<file path="src/rtl/trap_pkg.sv">
package trap_pkg;
  localparam int CAUSE_W = 5;
  localparam int IDX_W   = 5;

  typedef enum logic [1:0] {
    ACC_FETCH = 2'd0,
    ACC_LOAD  = 2'd1,
    ACC_STORE = 2'd2,
    ACC_LOAD2 = 2'd3
  } acc_kind_e;

  localparam logic [CAUSE_W-1:0] TC_FETCH_MISALIGN = 5'd0;
  localparam logic [CAUSE_W-1:0] TC_FETCH_FAULT    = 5'd1;
  localparam logic [CAUSE_W-1:0] TC_DATA_MISALIGN  = 5'd4;
  localparam logic [CAUSE_W-1:0] TC_LOAD_FAULT     = 5'd5;
  localparam logic [CAUSE_W-1:0] TC_STORE_FAULT    = 5'd6;

  localparam logic [IDX_W-1:0] PCR_BADADDR = 5'd2;
  localparam logic [IDX_W-1:0] PCR_VEC     = 5'd3;
  localparam logic [IDX_W-1:0] PCR_COUNT   = 5'd4;
  localparam logic [IDX_W-1:0] PCR_CMP     = 5'd5;
  localparam logic [IDX_W-1:0] PCR_CAUSE   = 5'd6;
  localparam logic [IDX_W-1:0] PCR_MEMSZ   = 5'd8;

  typedef struct packed {
    logic ps;
    logic s;
    logic et;
  } status_t;

  localparam status_t SR_RESET = '{ps: 1'b0, s: 1'b0, et: 1'b1};
endpackage

</file>
<file path="src/rtl/trap_access_check.sv">
module trap_access_check
  import trap_pkg::*;
#(
  parameter int          XLEN     = 32,
  parameter int unsigned MEM_SIZE = 32'h0001_0000
) (
  input  logic                 valid_i,
  input  logic [XLEN-1:0]      addr_i,
  input  logic [1:0]           size_i,
  input  logic [1:0]           kind_i,
  output logic                 fault_o,
  output logic [CAUSE_W-1:0]   code_o
);
  localparam logic [XLEN:0] MEM_END = (XLEN+1)'(MEM_SIZE);

  logic [XLEN-1:0] nbytes;
  logic [XLEN:0]   end_addr;
  logic            misal, oob, is_fetch;

  assign nbytes   = XLEN'(1) << size_i;
  assign end_addr = {1'b0, addr_i} + {1'b0, nbytes};
  assign misal    = |(addr_i & (nbytes - XLEN'(1)));
  assign oob      = ({1'b0, addr_i} >= MEM_END) || (end_addr > MEM_END);
  assign is_fetch = (acc_kind_e'(kind_i) == ACC_FETCH);

  always_comb begin
    fault_o = valid_i && (misal || oob);
    // alignment outranks bounds
    if (misal)                                 code_o = is_fetch ? TC_FETCH_MISALIGN : TC_DATA_MISALIGN;
    else if (is_fetch)                         code_o = TC_FETCH_FAULT;
    else if (acc_kind_e'(kind_i) == ACC_STORE) code_o = TC_STORE_FAULT;
    else                                       code_o = TC_LOAD_FAULT;
  end
endmodule

</file>
<file path="src/rtl/trap_status_reg.sv">
module trap_status_reg
  import trap_pkg::*;
(
  input  logic    clk_i,
  input  logic    rst_ni,
  input  logic    take_i,
  output status_t sr_o
);
  always_ff @(posedge clk_i or negedge rst_ni) begin
    if (!rst_ni) sr_o <= SR_RESET;
    else if (take_i) begin
      sr_o.ps <= sr_o.s;
      sr_o.s  <= 1'b1;
      sr_o.et <= 1'b0;
    end
  end
endmodule

</file>
<file path="src/rtl/trap_pcr_file.sv">
module trap_pcr_file
  import trap_pkg::*;
#(
  parameter int          XLEN     = 32,
  parameter int unsigned MEM_SIZE = 32'h0001_0000
) (
  input  logic               clk_i,
  input  logic               rst_ni,
  input  logic               take_i,
  input  logic [CAUSE_W-1:0] cause_i,
  input  logic [XLEN-1:0]    pc_i,
  input  logic               bad_we_i,
  input  logic [XLEN-1:0]    bad_addr_i,
  input  logic               we_i,
  input  logic [IDX_W-1:0]   idx_i,
  input  logic [XLEN-1:0]    wdata_i,
  output logic [XLEN-1:0]    rdata_o,
  output logic [XLEN-1:0]    evec_o,
  output logic [XLEN-1:0]    epc_o
);
  localparam logic [XLEN-1:0] MEM_PAGES = XLEN'(MEM_SIZE >> 12);

  logic [XLEN-1:0]    bad_q, count_q, cmp_q;
  logic [CAUSE_W-1:0] cause_q;

  always_ff @(posedge clk_i or negedge rst_ni) begin
    if (!rst_ni) begin
      evec_o  <= '0;
      epc_o   <= '0;
      bad_q   <= '0;
      cause_q <= '0;
      count_q <= '0;
      cmp_q   <= '0;
    end else begin
      if (we_i && idx_i == PCR_VEC) evec_o <= wdata_i;
      if (we_i && idx_i == PCR_CMP) cmp_q  <= wdata_i;
      count_q <= (we_i && idx_i == PCR_COUNT) ? wdata_i : count_q + XLEN'(1);
      if (bad_we_i)                         bad_q <= bad_addr_i;
      else if (we_i && idx_i == PCR_BADADDR) bad_q <= wdata_i;
      // trap entry beats a same-cycle index write
      if (take_i) begin
        cause_q <= cause_i;
        epc_o   <= pc_i;
      end else if (we_i && idx_i == PCR_CAUSE) begin
        cause_q <= wdata_i[CAUSE_W-1:0];
      end
    end
  end

  always_comb begin
    unique case (idx_i)
      PCR_BADADDR: rdata_o = bad_q;
      PCR_VEC:     rdata_o = evec_o;
      PCR_COUNT:   rdata_o = count_q;
      PCR_CMP:     rdata_o = cmp_q;
      PCR_CAUSE:   rdata_o = XLEN'(cause_q);
      PCR_MEMSZ:   rdata_o = MEM_PAGES;
      default:     rdata_o = '0;
    endcase
  end
endmodule

</file>
<file path="src/rtl/trap_ctrl.sv">
module trap_ctrl
  import trap_pkg::*;
#(
  parameter int          XLEN     = 32,
  parameter int unsigned MEM_SIZE = 32'h0001_0000
) (
  input  logic               clk_i,
  input  logic               rst_ni,
  input  logic               acc_valid_i,
  input  logic [XLEN-1:0]    acc_addr_i,
  input  logic [1:0]         acc_size_i,
  input  logic [1:0]         acc_kind_i,
  input  logic               trap_valid_i,
  input  logic [CAUSE_W-1:0] trap_num_i,
  input  logic [XLEN-1:0]    pc_i,
  input  logic               pcr_we_i,
  input  logic [IDX_W-1:0]   pcr_idx_i,
  input  logic [XLEN-1:0]    pcr_wdata_i,
  output logic [XLEN-1:0]    pcr_rdata_o,
  output logic               redirect_valid_o,
  output logic [XLEN-1:0]    redirect_pc_o,
  output logic [XLEN-1:0]    epc_o,
  output logic [2:0]         sr_o
);
  logic               acc_fault, take;
  logic [CAUSE_W-1:0] acc_code, cause_sel;
  logic [XLEN-1:0]    evec;
  status_t            sr;

  trap_access_check #(.XLEN(XLEN), .MEM_SIZE(MEM_SIZE)) u_chk_acc (
    .valid_i (acc_valid_i),
    .addr_i  (acc_addr_i),
    .size_i  (acc_size_i),
    .kind_i  (acc_kind_i),
    .fault_o (acc_fault),
    .code_o  (acc_code)
  );

  assign take      = acc_fault || trap_valid_i;
  assign cause_sel = acc_fault ? acc_code : trap_num_i;

  trap_status_reg u_status (
    .clk_i  (clk_i),
    .rst_ni (rst_ni),
    .take_i (take),
    .sr_o   (sr)
  );

  trap_pcr_file #(.XLEN(XLEN), .MEM_SIZE(MEM_SIZE)) u_pcr (
    .clk_i      (clk_i),
    .rst_ni     (rst_ni),
    .take_i     (take),
    .cause_i    (cause_sel),
    .pc_i       (pc_i),
    .bad_we_i   (acc_fault),
    .bad_addr_i (acc_addr_i),
    .we_i       (pcr_we_i),
    .idx_i      (pcr_idx_i),
    .wdata_i    (pcr_wdata_i),
    .rdata_o    (pcr_rdata_o),
    .evec_o     (evec),
    .epc_o      (epc_o)
  );

  assign redirect_valid_o = take;
  assign redirect_pc_o    = evec;
  assign sr_o             = sr;
endmodule

</file>
<file path="config.mk">
export PLATFORM = sky130hd
export DESIGN_NAME = trap_ctrl
export DESIGN_NICKNAME = d
export VERILOG_FILES = /design/src/rtl/trap_pkg.sv /design/src/rtl/trap_access_check.sv /design/src/rtl/trap_status_reg.sv /design/src/rtl/trap_pcr_file.sv /design/src/rtl/trap_ctrl.sv
export SDC_FILE = /design/constraint.sdc
export NUM_CORES = 1
export LEC_CHECK = 0
export BUFFER_PORTS_ARGS = -buffer_cell sky130_fd_sc_hd__buf_4
export CORE_MARGIN = 4
export CORE_UTILIZATION = 38
export CTS_CLUSTER_SIZE = 28
export DETAILED_ROUTE_END_ITERATION = 8
export SYNTH_ARGS = -nofsm -noshare
export SYNTH_HDL_FRONTEND = slang
export SYNTH_SLANG_ARGS = --single-unit
export TNS_END_PERCENT = 1
</file>
<file path="constraint.sdc">
create_clock -name clk_i -period 8 [get_ports clk_i]
set_input_delay 0.8 -clock clk_i [delete_from_list [all_inputs] [get_ports clk_i]]
set_output_delay 0.8 -clock clk_i [all_outputs]
set_load 0.01 [all_outputs]
</file>
After elaboration in Yosys (flattened, before gate mapping) --
Index checks and enable logic that the tools add are counted.
Word-level totals: word-level logic and storage cells 47, register bits 168, output and inout port bits 100
Operators by class: order comparisons 2, add/subtract/negate cells 3, multiplexer cells 11, bitwise gates (word level) 1, eq/ne operators 7, reduce and logical (&&, ||, !) cells 13, shift-type cells 1
Operators with widths (number):
- one-hot mux 32 bit (6 select lines) | 1
- two-way mux 32 bit | 3
- adder 32 x 32 -> 33 bit | 1
- > comparator 33 x 17 -> 1 bit (second input constant) | 1
- adder 32 x 1 -> 32 bit (second input constant) | 1
- bitwise AND 32 bit | 1
- greater-or-equal comparator 32 x 17 -> 1 bit (second input constant) | 1
- OR reduction 32 bit | 1
- left shift 1 x 2 -> 32 bit (first input constant) | 1
- subtractor 32 x 1 -> 32 bit (second input constant) | 1
- two-way mux 5 bit | 5
- == test 5 x 3 -> 1 bit (second input constant) | 3
- == test 5 x 2 -> 1 bit (second input constant) | 2
- logical AND 1 bit | 6
- == test 5 x 4 -> 1 bit (second input constant) | 1
- nonzero test 2 bit | 2
- logical OR 1 bit | 3
- two-way mux 3 bit | 1
- == test 2 bit (second input constant) | 1
- logical NOT 2 bit | 1
- two-way mux 2 bit | 1

Logic depth before layout (Yosys ltp) --
Gate-level depths: netlist of run 1.
depth after elaboration 8, gate-level depth with buffers 13

Cells and area by module --
From an unflattened synthesis of run 1, not the netlist that was laid out.
Unflattened totals: cell total of the unflattened synthesis 790, area total of the unflattened synthesis 8580.7 µm²
By module, submodules not included:
- trap_pcr_file | area an instance 7785.0 µm², cells each 694, times used 1
- trap_access_check | area an instance 626.9 µm², cells each 84, times used 1
- trap_status_reg | area an instance 106.4 µm², cells each 6, times used 1
- trap_ctrl | area an instance 62.6 µm², cells each 6, times used 1

Least setup slack after synthesis of run 1 --
OpenSTA, ideal clock, no wires.
path type input to output, from input port acc_size_i[1], to output port redirect_valid_o, cell stages on the path 11, arrival 3.523 ns, path slack 3.677 ns, cells stage by stage nor2_1 ha_1 inv_1 fa_1 nand2b_1 a21o_1 or4_1 a2bb2o_4 nor4_4 a2bb2oi_2 buf_6
On the way: word-level cells in the longest chain between the ends 7
RTL lines:
- from (decl) | RTL line trap_ctrl.sv:11 | input logic [1:0] acc_size_i,
- left shift 1 x 2 -> 32 bit (*) | RTL line trap_access_check.sv:20 | assign nbytes = XLEN'(1) << size_i;
- adder 32 x 32 -> 33 bit or subtractor 32 x 1 -> 32 bit (tied branches) | RTL line trap_access_check.sv:21, trap_access_check.sv:22
- > comparator 33 x 17 -> 1 bit or bitwise AND 32 bit (tied branches) | RTL line trap_access_check.sv:23, trap_access_check.sv:22
- logical OR 1 bit or OR reduction 32 bit (tied branches) | RTL line trap_access_check.sv:23, trap_access_check.sv:22
- logical OR 1 bit (*) | RTL line trap_access_check.sv:27 | fault_o = valid_i && (misal || oob);
- logical AND 1 bit (*) | RTL line trap_access_check.sv:27
- logical OR 1 bit (*) | RTL line trap_ctrl.sv:39 | assign take = acc_fault || trap_valid_i;
- to (decl) | RTL line trap_ctrl.sv:20 | output logic redirect_valid_o,
Every way passes the cells marked *; elsewhere a longest branch is shown, timed or not.

Worst setup path after layout of run 1 --
Ends and elaborated chain as after synthesis.

==> results of run 1 <==
-- where the power goes --
part	total (mW)	switching [mW]	leakage [nW]	internal, mW
clock network	0.805	0.373	0.271	0.433
logic	0.560	0.259	2.98	0.301
registers	1.14	0.136	2.02	1.01
total	2.51	0.767	5.27	1.74
-- cells by family after synthesis --
group                    share of synthesized area (%)
adder cells (fa/ha/maj)                          1.147
flip-flops                                       44.82
buffers and inverters                            3.387
AO/OA/AOI/OAI                                    14.32
AND/OR/NAND/NOR                                  12.59
multiplexers                                     20.66
XOR/XNOR                                         3.080
-- cells in the mapped netlist, drive strengths merged, types with 4 or more instances --
cell type	count
nand2	36
nor2	93
or4	7
nor2b	8
ha	7
mux2i	35
clkbuf	44
nor4	7
inv	17
o22ai	34
a222oi	4
nand3	20
a22oi	28
xnor2	16
a21oi	36
mux2	132
xor2	17
nand4	8
o21ai	32
dfrtp	167
and3	5
a32oi	6
buf	16
a211oi	32
nor3	42
-- per-layer routing --
metal / GRT usage, % / up-vias
met2: 33.37 / 255
met3: 4.070 / 22
li1: - / 3691
met4: 4.877 / 0
met5: 0 / -
met1: 30.51 / 3955
-- flip-flops by register name, summed over array words and instances, names as in the netlist --
signal / cells
u_pcr.bad_q: 32
u_pcr.epc_o: 32
u_pcr.evec_o: 32
u_pcr.cause_q: 5
u_pcr.count_q: 32
u_status.sr_o: 3
u_pcr.cmp_q: 32
-- area by class of cell --
type / instances / share of cell area [%]
Multi-Input combinational cell: 651 / 41.28
Sequential cell: 168 / 35.41
Timing Repair Buffer: 229 / 14.51
Clock buffer: 20 / 3.929
Tap cell: 324 / 3.413
Clock inverter: 12 / 0.9270
Inverter: 17 / 0.5372
-- through the flow --
step	power [mW]	util [%]	area [µm²]	worst slack [ns]
2_1_floorplan	1.455	-	9383	3.677
3_3_place_gp	1.703	46.47	11300	2.943
3_5_place_dp	1.717	46.47	11300	2.901
4_1_cts	2.529	48.84	11880	2.897
5_1_grt	2.636	48.84	11880	2.693
6_report	2.508	48.84	11880	2.876
-- worst paths after layout --
kind | start | cells after the start | slack (ns) | to
max | acc_size_i[1] | 14 | 2.88 | redirect_valid_o
min | rst_ni | 1 | 0.46 | u_pcr.evec_o[4]$_DFFE_PN0P_
max reg2reg | u_pcr.count_q[5]$_DFF_PN0_ | 7 | 5.24 | u_pcr.count_q[31]$_DFF_PN0_
min reg2reg | u_status.sr_o[0]$_DFFE_PN1P_ | 1 | 0.49 | u_status.sr_o[0]$_DFFE_PN1P_
max in group asynchronous | rst_ni | 2 | 5.98 | u_pcr.cause_q[0]$_DFFE_PN0P_
min in group clk_i | u_status.sr_o[0]$_DFFE_PN1P_ | 1 | 0.49 | u_status.sr_o[0]$_DFFE_PN1P_
-- critical path: cells and delay by family --
family	cells	cell delay [ns]
adders and majority gates	2	0.60
AOI/OAI and AO/OA	3	0.55
and+or+nand+nor	4	1.13
buffers and inverters	5	1.18
==> results.sh, run 1 <==
export IMPL_wl_per_cell_um=20.78
export IMPL_met2_length_um=14050
export IMPL_drive_gt1_share_pct=37.37
export IMPL_synth_cell_area_mm2=0.009383
export IMPL_final_period_utilization_pct=64.06
export IMPL_hpwl_um=20380
export IMPL_fin_crit_ns=5.124
export IMPL_register_area_mm2=0.004205
export IMPL_dr_wl_met3_um=1882
export IMPL_drt_pass1_iter_count=5
export IMPL_final_common_cell="buf_4"
export IMPL_synth_flop_cell="dfrtp_1"
export IMPL_core_area_mm2=0.02432
export IMPL_drc=0
export IMPL_fin_setup_tns_ns=0
export IMPL_routed_wl_um=29530
export IMPL_grt_usage_pct=21.24
export IMPL_place_inst=1389
export IMPL_setup_viol=0
export IMPL_status="finished, final reports clean"
export IMPL_pin_count=215
export IMPL_clk_latency_ns=0.43
export IMPL_hold_path_class="in -> async"
export IMPL_ctsResizeCount=0
export IMPL_num_vias=7923
export IMPL_top_layer="met4"
export IMPL_end_kind="output pin"
export IMPL_cts_htree_levels=4
export IMPL_synthTopCellsByArea="dfrtp_1 (45%), mux2_2 (13%), mux2_4 (4.3%), mux2i_1 (3.7%), nor2_1 (3.7%)"
export IMPL_fin_cells=1421
export IMPL_avgSynthCellArea_um2=10.47
export IMPL_diodes=0
export IMPL_die_h_um=165.1
export IMPL_worst_path_max_delay_cell="or4_1"
export IMPL_tritoncts="built"
export IMPL_crit_top_cell="buf_4"
export IMPL_postRouteAntennaNets=0
export IMPL_finClkSkew_ns=0.006871
export IMPL_crit_path_cell_trace="buf_4 -> nor2_1 -> ha_1 -> inv_1 -> fa_1 -> nand2b_1 -> a21o_1 -> or4_1 -> a2bb2o_4 -> nor4_4 -> buf_4 -> a2bb2oi_4 -> buf_4 -> buf_4"
export IMPL_n_fill_cell=2240
export IMPL_hold_buffers=0
export IMPL_floorplan_initialDensity_pct=38.58
export IMPL_grt_pass1_vias=7738
export IMPL_gp_congestion=0.8301
export IMPL_maxSlewViolCount=0
export IMPL_rsz0062_at_grt="false"
export IMPL_syn2layout_area_growth_pct=26.59
export IMPL_grt_start_max_net_pins=93
export IMPL_relSlewSlack_pct=28.95
export IMPL_cts_sinks=168
export IMPL_yosysUniqueCellTypes=62
export IMPL_cts_setup_buffers=0
export IMPL_power_density_mw_per_mm2=211.1
export IMPL_path_clk_slew_ns=0.07
export IMPL_nets=1207
export IMPL_row_count=57
export IMPL_cts_buffers=17
export IMPL_synth_fp_nets=1019
export IMPL_wl_met1_um=13190
export IMPL_clock_tree_root_cell="clkbuf_16"
export IMPL_synthArstFlopShare_pct=100.0
export IMPL_synth_top_cell_by_area="dfrtp_1"
export IMPL_p_leak_nw=5.267
export IMPL_maxCapViolations=0
export IMPL_synth_top_cell_area_share_pct=44.54
export IMPL_ir_worst_vdd_uv=98.21
export IMPL_hold_viol_final=0
export IMPL_die_width_um=165.1
export IMPL_worst_pin_slew_ns=1.065
export IMPL_viasPerCell=5.576
export IMPL_grt_pass1_wl_um=44770
export IMPL_startpoint_type="primary input"
export IMPL_arrival_ns=4.32
export IMPL_yosys_warnings=0
export IMPL_cts_buffer_depth=2
export IMPL_grt_overflow=0
export IMPL_crit_type="in -> out"
export IMPL_layout_common_cells="buf_4 (228), dfrtp_1 (167), mux2_2 (105)"
export IMPL_synthCells=896
export IMPL_crit_required_ns=7.20
export IMPL_drt_iter0_markers=568
export IMPL_multi_input_area_mm2=0.004903
export IMPL_seq_area_frac_synth_pct=44.82
export IMPL_antenna_found_initial=0
export IMPL_yosys_register_bits=168
export IMPL_port_buffers=214
export IMPL_fmax_mhz=195.1
export IMPL_synth_edf_count=0
export IMPL_die_area_mm2=0.02727
export IMPL_worstPathMaxFanout=36
export IMPL_slowest_delay_ns=0.54
export IMPL_fin_hold_ws_ns=0.4622
Power figures use the tool's default switching activity.
==> inputs of run 2 (changes only) <==
--- a/config.mk
+++ b/config.mk
@@ -5,6 +5,7 @@
 export SDC_FILE = /design/constraint.sdc
 export NUM_CORES = 1
 export LEC_CHECK = 0
+export ABC_AREA = 1
 export BUFFER_PORTS_ARGS = -buffer_cell sky130_fd_sc_hd__buf_4
 export CORE_MARGIN = 4
 export CORE_UTILIZATION = 38
==> constraint.sdc (replaced) <==
create_clock -name clk_i -period 5.29 [get_ports clk_i]
set_input_delay 0.529 -clock clk_i [delete_from_list [all_inputs] [get_ports clk_i]]
set_output_delay 0.529 -clock clk_i [all_outputs]
set_load 0.01 [all_outputs]
==> results.sh, run 2 <==
export IMPL_relSlewSlack_pct=25.62
export IMPL_final_common_cell="nand2_1"
export IMPL_ir_worst_vdd_uv=188.5
export IMPL_n_fill_cell=2400
export IMPL_maxSlewViolCount=0
export IMPL_synth_top_cell_by_area="dfrtp_1"
export IMPL_hold_buffers=0
export IMPL_drt_pass1_iter_count=5
export IMPL_clkPwrFrac_pct=35.8
export IMPL_clk_latency_ns=0.44
export IMPL_status="finished, final reports clean"
export IMPL_clock_tree_root_cell="clkbuf_16"
export IMPL_die_area_mm2=0.02623
export IMPL_viasPerCell=5.105
export IMPL_seq_area_frac_synth_pct=46.69
export IMPL_pwr_share_seq_pct=45.3
export IMPL_crit_path_cell_trace="buf_4 -> nor2_1 -> ha_1 -> inv_1 -> fa_1 -> inv_1 -> nand3_1 -> nand2_1 -> nand2_1 -> nand2_1 -> nand3_1 -> nor2_1 -> nand2_1 -> nor2_1 -> nand3_1 -> nand2_1 -> nand2_2 -> nand2_4 -> nand2_2 -> buf_4"
export IMPL_worst_path_max_delay_cell="fa_1"
export IMPL_synthTopCellsByCount="nand2_1 (420), dfrtp_1 (167), inv_1 (125), o21ai_0 (100), nand3_1 (86)"
export IMPL_multi_input_area_mm2=0.004084
export IMPL_p_leak_nw=5.687
export IMPL_intPower_mw=2.577
export IMPL_cts_setup_buffers=0
export IMPL_slowest_delay_ns=0.43
export IMPL_pwr_share_comb_pct=18.9
export IMPL_drt_iter0_markers=681
export IMPL_avgSynthCellArea_um2=7.537
export IMPL_routed_wl_um=30050
export IMPL_layout_common_cells="nand2_1 (419), buf_4 (226), dfrtp_1 (167)"
export IMPL_synth_edf_count=0
export IMPL_end_kind="output pin"
export IMPL_fmax_mhz=242.8
export IMPL_synthArstFlopShare_pct=100.0
export IMPL_power_density_mw_per_mm2=320.3
export IMPL_pin_count=215
export IMPL_cts_sinks=168
export IMPL_startpoint_type="primary input"
export IMPL_rsz0062_at_grt="false"
export IMPL_path_clk_slew_ns=0.07
export IMPL_totalPowerFinal_mw=3.679
export IMPL_die_width_um=162.0
export IMPL_drive_gt1_share_pct=19.83
export IMPL_synthCells=1195
export IMPL_grt_usage_pct=22.95
export IMPL_arrival_ns=3.59
export IMPL_placed_area_mm2=0.01088
export IMPL_synth_flop_cell="dfrtp_1"
export IMPL_setup_viol=0
export IMPL_tritoncts="built"
export IMPL_grtUsageMet1_pct=31.26
export IMPL_finClkSkew_ns=0.01768
export IMPL_port_buffers=214
export IMPL_hold_viol_final=0
export IMPL_hold_path_class="in -> async"
export IMPL_ctsResizeCount=0
export IMPL_grt_start_max_net_pins=83
export IMPL_nets=1512
export IMPL_wl_per_cell_um=17.46
export IMPL_grt_pass1_wl_um=47660
export IMPL_grt_overflow=0
export IMPL_fin_hold_ws_ns=0.1529
export IMPL_worst_pin_slew_ns=1.112
export IMPL_synth_cell_area_mm2=0.009006
export IMPL_grt_use_met3_pct=4.694
export IMPL_grt_busiest_layer="met2"
export IMPL_synthTopCellsByArea="dfrtp_1 (46%), nand2_1 (18%), o21ai_0 (5.6%), inv_1 (5.2%), nand3_1 (4.8%)"
export IMPL_synth_fp_nets=1318
export IMPL_core_area_mm2=0.02340
export IMPL_row_count=56
export IMPL_maxCapViolations=0
export IMPL_cts_buffer_depth=2
export IMPL_crit_top_cell="nand2_1"
export IMPL_crit_type="in -> out"
export IMPL_diodes=0
export IMPL_antenna_found_initial=0
export IMPL_num_vias=8786
export IMPL_crit_required_ns=4.76
export IMPL_cts_buffers=17
export IMPL_yosys_warnings=0
export IMPL_syn2layout_area_growth_pct=27.55
export IMPL_fin_setup_tns_ns=0
export IMPL_grt_pass1_vias=8661
export IMPL_die_h_um=162.0
export IMPL_synth_most_common_cell="nand2_1"
export IMPL_floorplan_initialDensity_pct=38.48
export IMPL_synth_top_cell_area_share_pct=46.40
export IMPL_yosysUniqueCellTypes=41
export IMPL_drc=0
export IMPL_worstPathMaxFanout=45
export IMPL_hpwl_um=22060
export IMPL_cts_htree_levels=4
export IMPL_final_period_utilization_pct=77.84
export IMPL_grt_util_met2_pct=37.67
export IMPL_postRouteAntennaNets=0
export IMPL_gp_congestion=0.9009
export IMPL_design_area_mm2=0.01149
export IMPL_yosys_register_bits=168
export IMPL_switching_share_pct=29.96
export IMPL_p_switching_mw=1.102
export IMPL_register_area_mm2=0.004205
export IMPL_fin_crit_ns=4.118
[run 2: cell types whose count changed in the layout (fill, tap and decap cells not counted), sizes merged, moves of 25 or more]
cell / delta
nand2: +389
nand3: +66
a211oi: -32
inv: +105
o2111ai: +25
a21oi: -31
a22oi: -28
mux2: -132
o211ai: +35
o21ai: +69
mux2i: -35
nor3: -29
o22ai: -31
[run 2: layout make-up]
| type | instances | share of cell area (%) |
|---|---|---|
| tap | 319 | 3.475 |
| clock buffer | 23 | 4.074 |
| clock inverter | 9 | 1.242 |
| multi-input combinational | 847 | 35.55 |
| sequential | 168 | 36.61 |
| timing repair buffer | 227 | 14.87 |
| inverter | 128 | 4.183 |
[run 2: worst paths after layout]
| check | depth (start not counted) | start | to | slack [ns] |
|---|---|---|---|---|
| hold reg to reg | 2 | u_status.sr_o[0]$_DFFE_PN1P_ | u_status.sr_o[0]$_DFFE_PN1P_ | 0.46 |
| setup / recovery | 20 | acc_size_i[1] | redirect_valid_o | 1.17 |
| setup reg to reg | 12 | u_pcr.count_q[0]$_DFF_PN0_ | u_pcr.count_q[28]$_DFF_PN0_ | 2.77 |
| hold / removal | 1 | rst_ni | u_pcr.epc_o[28]$_DFFE_PN0P_ | 0.15 |
| min in group clk_i | 3 | pc_i[1] | u_pcr.epc_o[1]$_DFFE_PN0P_ | 0.30 |
| max in group asynchronous | 2 | rst_ni | u_pcr.count_q[28]$_DFF_PN0_ | 4.01 |
[run 2: cell families (layout without fill, tap and decap cells)]
group	after synthesis	count (layout)	share of synthesized area (%)
DFF	168	168	46.69
adders and majority gates	8	8	1.195
buffers and inverters	180	387	8.155
and+or+nand+nor	636	636	29.27
xor gates and xnor gates	20	20	1.945
AOI/OAI and AO/OA	183	183	12.74
[run 2: through the flow]
step | util, % | setup WS, ns | std cells
5_1_grt | 49.09 | 0.8120 | 1721
3_3_place_gp | 46.48 | 1.189 | 1689
4_1_cts | 49.09 | 1.153 | 1721
2_1_floorplan | - | 2.162 | 1195
6_report | 49.09 | 1.172 | 1721
3_5_place_dp | 46.48 | 1.084 | 1689
[run 2: power groups by stage]
stage,clock (mW),combinational [mW],sequential (mW)
floorplan,0,0.342,1.68
global route,1.39,0.788,1.70
detailed placement,0,0.701,1.69
CTS,1.33,0.705,1.66
global placement,0,0.690,1.68
finish,1.32,0.696,1.67
[run 2: layer usage]
metal	up-vias	wire length (µm)
li1	4276	-
met1	4170	13530
met2	309	13970
met3	31	2008
met4	0	550
met5	-	0
[run 2: worst max-delay path, delay by kind of cell]
| family | cells | cell delay, ns |
|---|---|---|
| buffers and inverters | 4 | 0.55 |
| and+or+nand+nor | 14 | 1.80 |
| adders and majority gates | 2 | 0.68 |
